<file path="src/rtl/evt_pkg.sv">
package evt_pkg;
  localparam int ADDR_W       = 10;
  localparam int MIN_TIMERS   = 3;
  localparam int CH_SHIFT     = 5;
  localparam logic [ADDR_W-1:0] CH_BASE = 10'h100;

  typedef enum logic [2:0] {
    G_NONE, G_CAP_LO, G_CAP_HI, G_CFG, G_STS, G_CNT_LO, G_CNT_HI
  } greg_e;
endpackage

</file>
<file path="src/rtl/evt_addr_decode.sv">
module evt_addr_decode
  import evt_pkg::*;
#(
  parameter int NT    = 3,
  parameter int IDX_W = 5
) (
  input  logic [ADDR_W-1:0] addr,
  output logic              is_ch,
  output logic              ch_ok,
  output logic [IDX_W-1:0]  ch_idx,
  output logic [4:0]        ch_off,
  output greg_e             greg
);
  logic [ADDR_W-1:0] rel;

  always_comb begin
    is_ch  = (addr >= CH_BASE);
    rel    = addr - CH_BASE;
    ch_idx = IDX_W'(rel >> CH_SHIFT);
    ch_off = addr[4:0];
    ch_ok  = is_ch && (int'(ch_idx) < NT);
    greg   = G_NONE;
    if (!is_ch) begin
      unique case ({addr[ADDR_W-1:2], 2'b00})
        10'h000: greg = G_CAP_LO;
        10'h004: greg = G_CAP_HI;
        10'h010: greg = G_CFG;
        10'h020: greg = G_STS;
        10'h0F0: greg = G_CNT_LO;
        10'h0F4: greg = G_CNT_HI;
        default: greg = G_NONE;
      endcase
    end
  end
endmodule

</file>
<file path="src/rtl/evt_main_counter.sv">
module evt_main_counter #(
  parameter int CW = 64
) (
  input  logic          clk,
  input  logic          rst,
  input  logic          en,
  input  logic          wr_lo,
  input  logic          wr_hi,
  input  logic [31:0]   wdata,
  output logic [CW-1:0] cnt
);
  localparam int HI_W = CW - 32;

  always_ff @(posedge clk) begin
    if (rst) begin
      cnt <= '0;
    end else if (wr_lo) begin
      cnt <= {cnt[CW-1:32], wdata};
    end else if (wr_hi) begin
      cnt <= {wdata[HI_W-1:0], cnt[31:0]};
    end else if (en) begin
      cnt <= cnt + 1'b1;
    end
  end

  assert_count_step_R4: assert property (@(posedge clk) disable iff (rst)
    (en && !wr_lo && !wr_hi) |=> cnt == $past(cnt) + 1'b1);
  assert_frozen_R5: assert property (@(posedge clk) disable iff (rst)
    (!en && !wr_lo && !wr_hi) |=> $stable(cnt));
  assert_load_lo_R6: assert property (@(posedge clk) disable iff (rst)
    wr_lo |=> cnt[31:0] == $past(wdata));
endmodule

</file>
<file path="src/rtl/evt_status.sv">
module evt_status #(
  parameter int NT = 3
) (
  input  logic          clk,
  input  logic          rst,
  input  logic          en,
  input  logic [NT-1:0] set,
  input  logic          clr_wr,
  input  logic [NT-1:0] clr_mask,
  output logic [NT-1:0] sts,
  output logic [NT-1:0] irq_clr
);
  logic [NT-1:0] set_g, clr_eff;

  always_comb begin
    set_g   = en ? set : '0;
    clr_eff = clr_wr ? (clr_mask & sts & ~set_g) : '0;
  end

  always_ff @(posedge clk) begin
    if (rst) begin
      sts     <= '0;
      irq_clr <= '0;
    end else begin
      sts     <= (sts & ~clr_eff) | set_g;
      irq_clr <= clr_eff;
    end
  end

  assert_w1c_R8: assert property (@(posedge clk) disable iff (rst)
    clr_wr |=> (sts & $past(clr_mask & ~set)) == '0);
  assert_clr_only_set_R8: assert property (@(posedge clk) disable iff (rst)
    1'b1 |=> (irq_clr & ~$past(sts)) == '0);
  assert_noset_disabled_R9: assert property (@(posedge clk) disable iff (rst)
    !en |=> (sts & ~$past(sts)) == '0);
endmodule

</file>
<file path="src/rtl/evt_timer_global.sv">
module evt_timer_global
  import evt_pkg::*;
#(
  parameter int          NUM_TIMERS = 3,
  parameter int          MAX_TIMERS = 24,
  parameter logic [31:0] TICK_FS    = 32'd8000000,
  localparam int NT = (NUM_TIMERS < MIN_TIMERS) ? MIN_TIMERS :
                      ((NUM_TIMERS > MAX_TIMERS) ? MAX_TIMERS : NUM_TIMERS)
) (
  input  logic          clk,
  input  logic          rst,
  input  logic          reg_wr,
  input  logic          reg_rd,
  input  logic [9:0]    reg_addr,
  input  logic [31:0]   reg_wdata,
  output logic [31:0]   reg_rdata,
  output logic          reg_rvalid,
  output logic          ch_wr,
  output logic          ch_rd,
  output logic [4:0]    ch_idx,
  output logic [4:0]    ch_off,
  output logic [31:0]   ch_wdata,
  input  logic [31:0]   ch_rdata,
  input  logic [NT-1:0] sts_set,
  output logic [NT-1:0] irq_clr,
  output logic          glb_enable,
  output logic          legacy_route,
  output logic [63:0]   main_count
);
  localparam int          IDX_W  = 5;
  localparam logic [31:0] CAP_LO = 32'h8086A001 | (32'(NT - 1) << 8);

  logic        is_ch, ch_ok;
  greg_e       greg;
  logic [1:0]  cfg_q;
  logic [NT-1:0] sts;
  logic [31:0] rd_mux;

  evt_addr_decode #(.NT(NT), .IDX_W(IDX_W)) u_dec (
    .addr(reg_addr), .is_ch(is_ch), .ch_ok(ch_ok),
    .ch_idx(ch_idx), .ch_off(ch_off), .greg(greg)
  );

  evt_main_counter #(.CW(64)) u_cnt (
    .clk(clk), .rst(rst), .en(cfg_q[0]),
    .wr_lo(reg_wr && greg == G_CNT_LO),
    .wr_hi(reg_wr && greg == G_CNT_HI),
    .wdata(reg_wdata), .cnt(main_count)
  );

  evt_status #(.NT(NT)) u_sts (
    .clk(clk), .rst(rst), .en(cfg_q[0]), .set(sts_set),
    .clr_wr(reg_wr && greg == G_STS), .clr_mask(reg_wdata[NT-1:0]),
    .sts(sts), .irq_clr(irq_clr)
  );

  assign ch_wr        = reg_wr && ch_ok;
  assign ch_rd        = reg_rd && ch_ok;
  assign ch_wdata     = reg_wdata;
  assign glb_enable   = cfg_q[0];
  assign legacy_route = cfg_q[1];

  always_ff @(posedge clk) begin
    if (rst)                         cfg_q <= '0;
    else if (reg_wr && greg == G_CFG) cfg_q <= reg_wdata[1:0];
  end

  always_comb begin
    rd_mux = '0;
    if (is_ch) begin
      if (ch_ok) rd_mux = ch_rdata;
    end else begin
      unique case (greg)
        G_CAP_LO: rd_mux = CAP_LO;
        G_CAP_HI: rd_mux = TICK_FS;
        G_CFG:    rd_mux = {30'd0, cfg_q};
        G_STS:    rd_mux = 32'(sts);
        G_CNT_LO: rd_mux = main_count[31:0];
        G_CNT_HI: rd_mux = main_count[63:32];
        default:  rd_mux = '0;
      endcase
    end
  end

  always_ff @(posedge clk) begin
    if (rst) begin
      reg_rdata  <= '0;
      reg_rvalid <= 1'b0;
    end else begin
      reg_rvalid <= reg_rd;
      if (reg_rd) reg_rdata <= rd_mux;
    end
  end

  assert_rvalid_R7: assert property (@(posedge clk) disable iff (rst)
    reg_rd |=> reg_rvalid);
  assert_cfg_write_R3: assert property (@(posedge clk) disable iff (rst)
    (reg_wr && reg_addr[9:2] == 8'h04) |=> glb_enable == $past(reg_wdata[0]));
  assert_chan_range_R11: assert property (@(posedge clk) disable iff (rst)
    (ch_wr || ch_rd) |-> (reg_addr >= 10'h100 &&
      int'((reg_addr - 10'h100) >> 5) < NT));
endmodule

</file>
<file path="config.mk">
export PLATFORM = sky130hd
export DESIGN_NAME = evt_timer_global
export DESIGN_NICKNAME = d
export VERILOG_FILES = /design/src/rtl/evt_pkg.sv /design/src/rtl/evt_addr_decode.sv /design/src/rtl/evt_main_counter.sv /design/src/rtl/evt_status.sv /design/src/rtl/evt_timer_global.sv
export SDC_FILE = /design/constraint.sdc
export NUM_CORES = 1
export LEC_CHECK = 0
export CAP_MARGIN = 25
export CELL_PAD_IN_SITES_DETAIL_PLACEMENT = 1
export CELL_PAD_IN_SITES_GLOBAL_PLACEMENT = 1
export CORE_MARGIN = 3
export CORE_UTILIZATION = 35
export DETAILED_ROUTE_END_ITERATION = 10
export GPL_TIMING_DRIVEN = 0
export MAX_ROUTING_LAYER = met4
export PLACE_DENSITY_LB_ADDON = 0.1
export SKIP_LAST_GASP = 1
export SLEW_MARGIN = 30
export SYNTH_ARGS = -nofsm -noshare
export SYNTH_HDL_FRONTEND = slang
export SYNTH_SLANG_ARGS = --single-unit
</file>
<file path="constraint.sdc">
create_clock -name clk -period 7.3 [get_ports clk]
set_input_delay 1.46 -clock clk [delete_from_list [all_inputs] [get_ports clk]]
set_output_delay 1.46 -clock clk [all_outputs]
set_load 0.01 [all_outputs]
</file>
==> results of run 1 <==
-- how the worst max path moves through the flow --
stage	to	start	slack, ps	cells after the start
3_3_place_gp	ch_rd	reg_addr[8]	1250	9
3_5_place_dp	ch_rd	reg_addr[8]	1240	9
2_1_floorplan	ch_rd	reg_addr[8]	2920	7
5_1_grt	ch_rd	reg_addr[8]	950	9
6_report	ch_rd	reg_addr[8]	1270	9
4_1_cts	ch_rd	reg_addr[8]	1240	9
-- kinds of logic (layout without fill, tap and decap cells) --
kind of cell             Yosys count  in the layout
AND/OR/NAND/NOR                  334            334
XOR/XNOR                          19             19
adder cells (fa/ha/maj)            4              4
flip-flops                       105            105
multiplexers                       5              5
AO/OA/AOI/OAI                    256            256
other                              0              2
buffers and inverters            115            355
-- per-layer routing --
layer,vias to the layer above,global-route usage,part of all wire
met1,3885,0.433,0.42
met5,-,-,0
met3,82,0.0521,0.093
met4,0,0.126,0.041
li1,3599,-,-
met2,490,0.485,0.44
-- worst reg2reg max path, stage by stage, from the launching register on --
cell     delay [ps]
dfxtp_1         570
nand4_1         230
nor4_1          830
and2_0          220
buf_2           210
nand3_1         320
or4_1           520
a31oi_1         180
-- area by class of cell --
cell class | count | area (um2)
Sequential cell | 105 | 2100
Timing Repair Buffer | 224 | 2240
Clock buffer | 9 | 225
Fill cell | 2242 | 8760
Antenna cell | 2 | 5.00
Buffer | 101 | 588
Clock inverter | 7 | 70.1
Inverter | 14 | 52.6
Multi-Input combinational cell | 618 | 3820
Tap cell | 229 | 287
-- sequential cells by signal (all words and copies together) (netlist names) --
register,count
u_cnt.cnt,64
u_sts.irq_clr,3
u_sts.sts,3
reg_rdata,32
reg_rvalid,1
cfg_q,2
-- report_power, final --
group | leakage [nW] | switching [mW] | total (mW) | internal, mW
registers | 0.850 | 0.0338 | 0.625 | 0.591
logic | 2.13 | 0.100 | 0.230 | 0.130
clock network | 0.146 | 0.251 | 0.518 | 0.267
total | 3.13 | 0.385 | 1.37 | 0.988
-- cells in the mapped netlist (9+ instances only) --
| cell | instances | area (um2) |
|---|---|---|
| nand4_1 | 21 | 131 |
| nor3_1 | 18 | 90.1 |
| inv_1 | 14 | 52.6 |
| o22ai_1 | 35 | 219 |
| buf_4 | 42 | 315 |
| a211oi_1 | 15 | 113 |
| a21oi_1 | 71 | 355 |
| xor2_1 | 12 | 105 |
| and3_1 | 16 | 100 |
| a31oi_1 | 10 | 62.6 |
| nand2_1 | 65 | 244 |
| dfxtp_1 | 105 | 2100 |
| o211ai_1 | 16 | 120 |
| o21ai_0 | 26 | 130 |
| or4_1 | 9 | 67.6 |
| nor2b_1 | 37 | 231 |
| a22oi_1 | 32 | 240 |
| and4_1 | 11 | 96.3 |
| nand3_1 | 45 | 225 |
| nor2_1 | 67 | 251 |
| clkbuf_1 | 47 | 176 |
| a22o_1 | 11 | 96.3 |
-- stage by stage --
stage / instance area [um2] / utilization / hold slack, ps / setup slack, ps
finish: 9390 / 0.517 / 476 / 1270
global route: 9390 / 0.517 / 510 / 952
CTS: 9360 / 0.516 / 475 / 1240
detailed placement: 9060 / 0.499 / 465 / 1240
global placement: 9050 / 0.499 / 463 / 1250
floorplan: 6520 / - / 445 / 2920
==> reports/results.ini, run 1 <==
[logic_synthesis]
number_of_synthesized_flops_with_an_enable_pin = 0
async_sr_flop_fraction = 0
synthesized_netlist_cell_count = 838
post_synth_fa_ha_maj_area_fraction = 0.00768
synthXorXnorAreaFrac = 0.0255
synth_compound_gate_area_share = 0.260
synth.distinct_cells = 69
postSynthRegisterBits = 105
combinational_family_with_the_most_area_after_synthesis = simple AND/OR/NAND/NOR gates
synthesis.yosys.warnings = 0
fraction_of_the_yosys_area_taken_by_sequential_cells = 0.322
yosys.area_share.simple = 0.279
post_synth_instance_area_mm2 = 0.00652
muxShareOfSynthArea = 0.00768
synth.avg_cell_area_um2 = 7.78
synth.net_count = 923
synth_top_flop_cell = dfxtp_1

[hold_path]
hold_path_startpoint = u_sts.sts[0]$_SDFF_PP0_
worst_hold_path.num_cells = 2
holdPathEnd = u_sts.sts[0]$_SDFF_PP0_
hold_class = register to register

[power]
powerDensity_mw_per_mm2 = 146
p_leak_nw = 3.13
worst_ir_drop_vdd_mv = 0.111
power_mw = 1.37

[cts]
cts_tree = done
clkTransAtPathRegs_ps = 70
hold_buffers = 0
max-clock-path-buffers = 2
postCtsSetupBuffers = 0
number_of_cells_upsized_or_downsized_after_cts = 0
clk_latency_ps = 370
cts.sinks = 105
htreeDepth = 3
cts_made_buffers = 9
clockRootBuffer = clkbuf_16

[setup_path]
critical-path-slowest-cell = clkdlybuf4s50_1
worstSetupStartpointType = input pin
path_max_fanout = 10
critical-path-max-stage-delay_ps = 640
cp.buffers_inverters = 6
critPathTopFamily = buffers and inverters
arrival_ps = 4570
crit-reg2reg-capture = u_cnt.cnt[60]$_SDFFE_PP0P_
r2r-start = u_cnt.cnt[9]$_SDFFE_PP0P_
r2r_slack_ps = 4150
critical_path_required_ps = 5840
setup.worst_path.class = input pin to output pin
critical_path.most_common_cell = clkbuf_1
crit_path_cell_trace = clkdlybuf4s50_1 > inv_1 > ha_1 > clkbuf_1 > a2111oi_0 > and2_1 > clkbuf_1 > clkbuf_1 > clkdlybuf4s50_1
cp-end-kind = output pin
r2r.worst_path.cells = 7

[floorplan]
floorplan.initialDensity = 0.359
die_h_um = 142
core_region_area_mm2 = 0.0181
design.die.area_mm2 = 0.0203
die-width_um = 142
std_cell_rows = 49
io-pin-count = 227

[route]
drt_drc_violations_left = 0
postRouteAntennaNets = 0
dr.first_iter.drc_count = 832
detailedRoute.firstPassIterationCount = 5
routed_wire_per_std_cell_um = 25.2
vias_per_cell = 6.15
finalWirelength_um = 33000
route.vias.total = 8056

[global_route]
grt_pass1_vias = 7718
grt_max_degree = 18
grt_usage = 0.322
gr-total-overflow = 0
grt_antenna_before_repair = 2
grt_first_pass_wirelength_um = 48300

[layout]
instances_no_fill = 1309
syn2layout_area_growth_pct = 44.0
layout_common_cells = 224 x clkdlybuf4s50_1, 105 x dfxtp_1, 71 x a21oi_1, 67 x nor2_1, 65 x nand2_1
final_common_cell = clkdlybuf4s50_1
final_nets = 1158
drive_above_1_share = 0.0816

[timing]
final.setup_skew_ps = 12.4
tightestPinTransition_ps = 902
number_of_endpoints_with_negative_hold_slack_in_the_final_report = 0
highest_clock_frequency_the_design_can_meet_mhz = 166
layout_worst_path_cycle_share = 0.826
finalSetupViolations = 0
rsz0062_at_grt = no
slew_headroom = 0.393
min_period_ps = 6030
slew_violations = 0
timing.setup.tns_ps = 0

[placement]
place.detailed.hpwl_um = 24600
globalplace.congestion = 0.966
placed_cells_incl_taps = 1291
port-buffer-count = 224

[outcome]
run_status = finished, final reports clean

[flow_run]
maxCapViolCount = 0

Power figures use the tool's default switching activity.
==> run 2: changes to the inputs <==
--- a/config.mk
+++ b/config.mk
@@ -9,7 +9,7 @@
 export CELL_PAD_IN_SITES_DETAIL_PLACEMENT = 1
 export CELL_PAD_IN_SITES_GLOBAL_PLACEMENT = 1
 export CORE_MARGIN = 3
-export CORE_UTILIZATION = 35
+export CORE_UTILIZATION = 33
 export DETAILED_ROUTE_END_ITERATION = 10
 export GPL_TIMING_DRIVEN = 0
 export MAX_ROUTING_LAYER = met4
==> constraint.sdc (replaced) <==
create_clock -name clk -period 5.9 [get_ports clk]
set_input_delay 1.18 -clock clk [delete_from_list [all_inputs] [get_ports clk]]
set_output_delay 1.18 -clock clk [all_outputs]
set_load 0.01 [all_outputs]
==> run 2 against run 1 <==
- routed wire length grew 1.4%
- die area rose by 5.8%
- worst hold slack improved by 14 ps
- setup slack worse by 860 ps
- count of clock-buffer cells in the layout rose by 1
- first-iteration DRC count rose by 0.48%
- cell count is 2.3% higher
- final area grew 0.49%
- total power grew 25%
- clock skew increased by 2.3 ps
- combinational power rose by 23%
- critical path depth is the same
==> reports/results.ini, run 2 (synthesized netlist as in run 1, its figures left out) <==
[outcome]
run_status = finished, final reports clean

[floorplan]
die-width_um = 147  ; +2.9%
core_region_area_mm2 = 0.0191  ; +5.1%
floorplan.initialDensity = 0.342  ; -0.0176
io-pin-count = 227  ; unchanged
die_h_um = 147  ; +2.9%
std_cell_rows = 50  ; +2.0%
design.die.area_mm2 = 0.0215  ; +5.8%

[layout]
layout_common_cells = 224 x clkdlybuf4s50_1, 105 x dfxtp_1, 71 x a21oi_1, 67 x nor2_1, 65 x nand2_1
drive_above_1_share = 0.0807  ; -0.000928
syn2layout_area_growth_pct = 44.7
instances_no_fill = 1339  ; +2.3%
final_nets = 1158  ; unchanged
biggestRegsByFlops = u_cnt.cnt: 64 flops, reg_rdata: 32 flops
final_common_cell = clkdlybuf4s50_1
largest_register_ff_count = 64  ; unchanged
fill_cells = 2327  ; +3.8%
registers.top_by_ff_count = u_cnt.cnt
finalInstanceArea_mm2 = 0.00943  ; +0.49%

[cts]
htreeDepth = 3  ; unchanged
postCtsSetupBuffers = 0  ; unchanged
clockRootBuffer = clkbuf_16
cts_made_buffers = 9  ; unchanged
hold_buffers = 0  ; unchanged
cts.sinks = 105  ; unchanged
cts_tree = done
clkTransAtPathRegs_ps = 70  ; about the same
clk_latency_ps = 370  ; about the same
max-clock-path-buffers = 2  ; unchanged
number_of_cells_upsized_or_downsized_after_cts = 0  ; unchanged

[timing]
layout_worst_path_cycle_share = 0.930
rsz0062_at_grt = no
final.setup_skew_ps = 14.7  ; +2.34 ps
number_of_endpoints_with_negative_hold_slack_in_the_final_report = 0  ; unchanged
slew_violations = 0  ; unchanged
tightestPinTransition_ps = 1060  ; +161 ps
min_period_ps = 5490
finalSetupViolations = 0  ; unchanged
timing.setup.tns_ps = 0  ; unchanged
slew_headroom = 0.286  ; -0.107
highest_clock_frequency_the_design_can_meet_mhz = 182

[placement]
post_dp_cell_area_mm2 = 0.00911  ; +0.52%
placed_cells_incl_taps = 1322  ; +2.4%
port-buffer-count = 224  ; unchanged
globalplace.congestion = 0.942  ; -2.5%
place.detailed.hpwl_um = 24900  ; +1.2%

[setup_path]
arrival_ps = 4310  ; -260 ps
cp-end-kind = output pin
worstSetupStartpointType = input pin
setup.worst_path.class = input pin to output pin
critical_path_required_ps = 4720  ; -1120 ps
path_max_fanout = 10  ; unchanged

[global_route]
grt_first_pass_wirelength_um = 50000  ; +3.6%
grt_usage = 0.311  ; -0.0117
grt_max_degree = 18  ; unchanged
gr-total-overflow = 0  ; unchanged
grt_antenna_before_repair = 1  ; -1
grt_pass1_vias = 7884  ; +2.2%

[flow_run]
maxCapViolCount = 0  ; unchanged

[power]
p_leak_nw = 3.13  ; +0.14%
worst_ir_drop_vdd_mv = 0.137  ; +23%
powerDensity_mw_per_mm2 = 182  ; +24%

[route]
vias_per_cell = 6.01  ; -2.4%
drt_drc_violations_left = 0  ; unchanged
dr.first_iter.drc_count = 836  ; +0.48%
routed_wire_per_std_cell_um = 25.0  ; -0.84%
finalWirelength_um = 33500  ; +1.4%
postRouteAntennaNets = 0  ; unchanged
detailedRoute.firstPassIterationCount = 5  ; unchanged
route.vias.total = 8041  ; -0.19%

[hold_path]
hold_class = register to register

## run 2: final cells by class
| class | instances | area (um2) | share of cell area |
|---|---|---|---|
| multi-input combinational | 618 | 3820 | 0.405 |
| timing repair buffer | 224 | 2240 | 0.238 |
| sequential | 105 | 2100 | 0.223 |
| buffer | 101 | 587 | 0.0622 |
| tap | 260 | 325 | 0.0345 |
| clock buffer | 10 | 239 | 0.0253 |
| clock inverter | 6 | 66.3 | 0.00703 |
| inverter | 14 | 52.6 | 0.00557 |
| antenna | 1 | 2.50 | 0.000265 |
## run 2: critical path: stages
cell and delay (ps):
clkdlybuf4s50_1 480, inv_1 80, ha_1 190, clkbuf_1 200
a2111oi_0 650, and2_1 210, clkbuf_1 240, clkbuf_1 440
clkdlybuf4s50_1 630
## run 2: routing by layer
layer / global-route usage / wire length, um
met1: 0.426 / 14900
met3: 0.0459 / 2530
met2: 0.467 / 14900
met5: - / 0
met4: 0.108 / 1090
## run 2: worst paths after layout
| kind | cells past startpoint | start | endpoint | slack [ps] |
|---|---|---|---|---|
| max reg2reg | 8 | u_cnt.cnt[9]$_SDFFE_PP0P_ | u_cnt.cnt[59]$_SDFFE_PP0P_ | 2660 |
| min | 2 | u_sts.sts[0]$_SDFF_PP0_ | u_sts.sts[0]$_SDFF_PP0_ | 490 |
| min reg2reg | 2 | u_sts.sts[0]$_SDFF_PP0_ | u_sts.sts[0]$_SDFF_PP0_ | 490 |
| max | 9 | reg_addr[8] | ch_rd | 410 |
## run 2: stage by stage
stage               utilization  hold WS [ps]  total power, mW  setup slack (ps)
finish                    0.494           490             1.72               411
global route              0.494           504             1.77              62.4
CTS                       0.493           480             1.72               341
detailed placement        0.477           470             1.07               340
global placement          0.476           461             1.07               327
floorplan                     -           445            0.882              2080
## run 2: power by group
part	internal (mW)	switching, mW
clock	0.344	0.317
combinational	0.161	0.123
sequential	0.731	0.0417
total	1.24	0.482
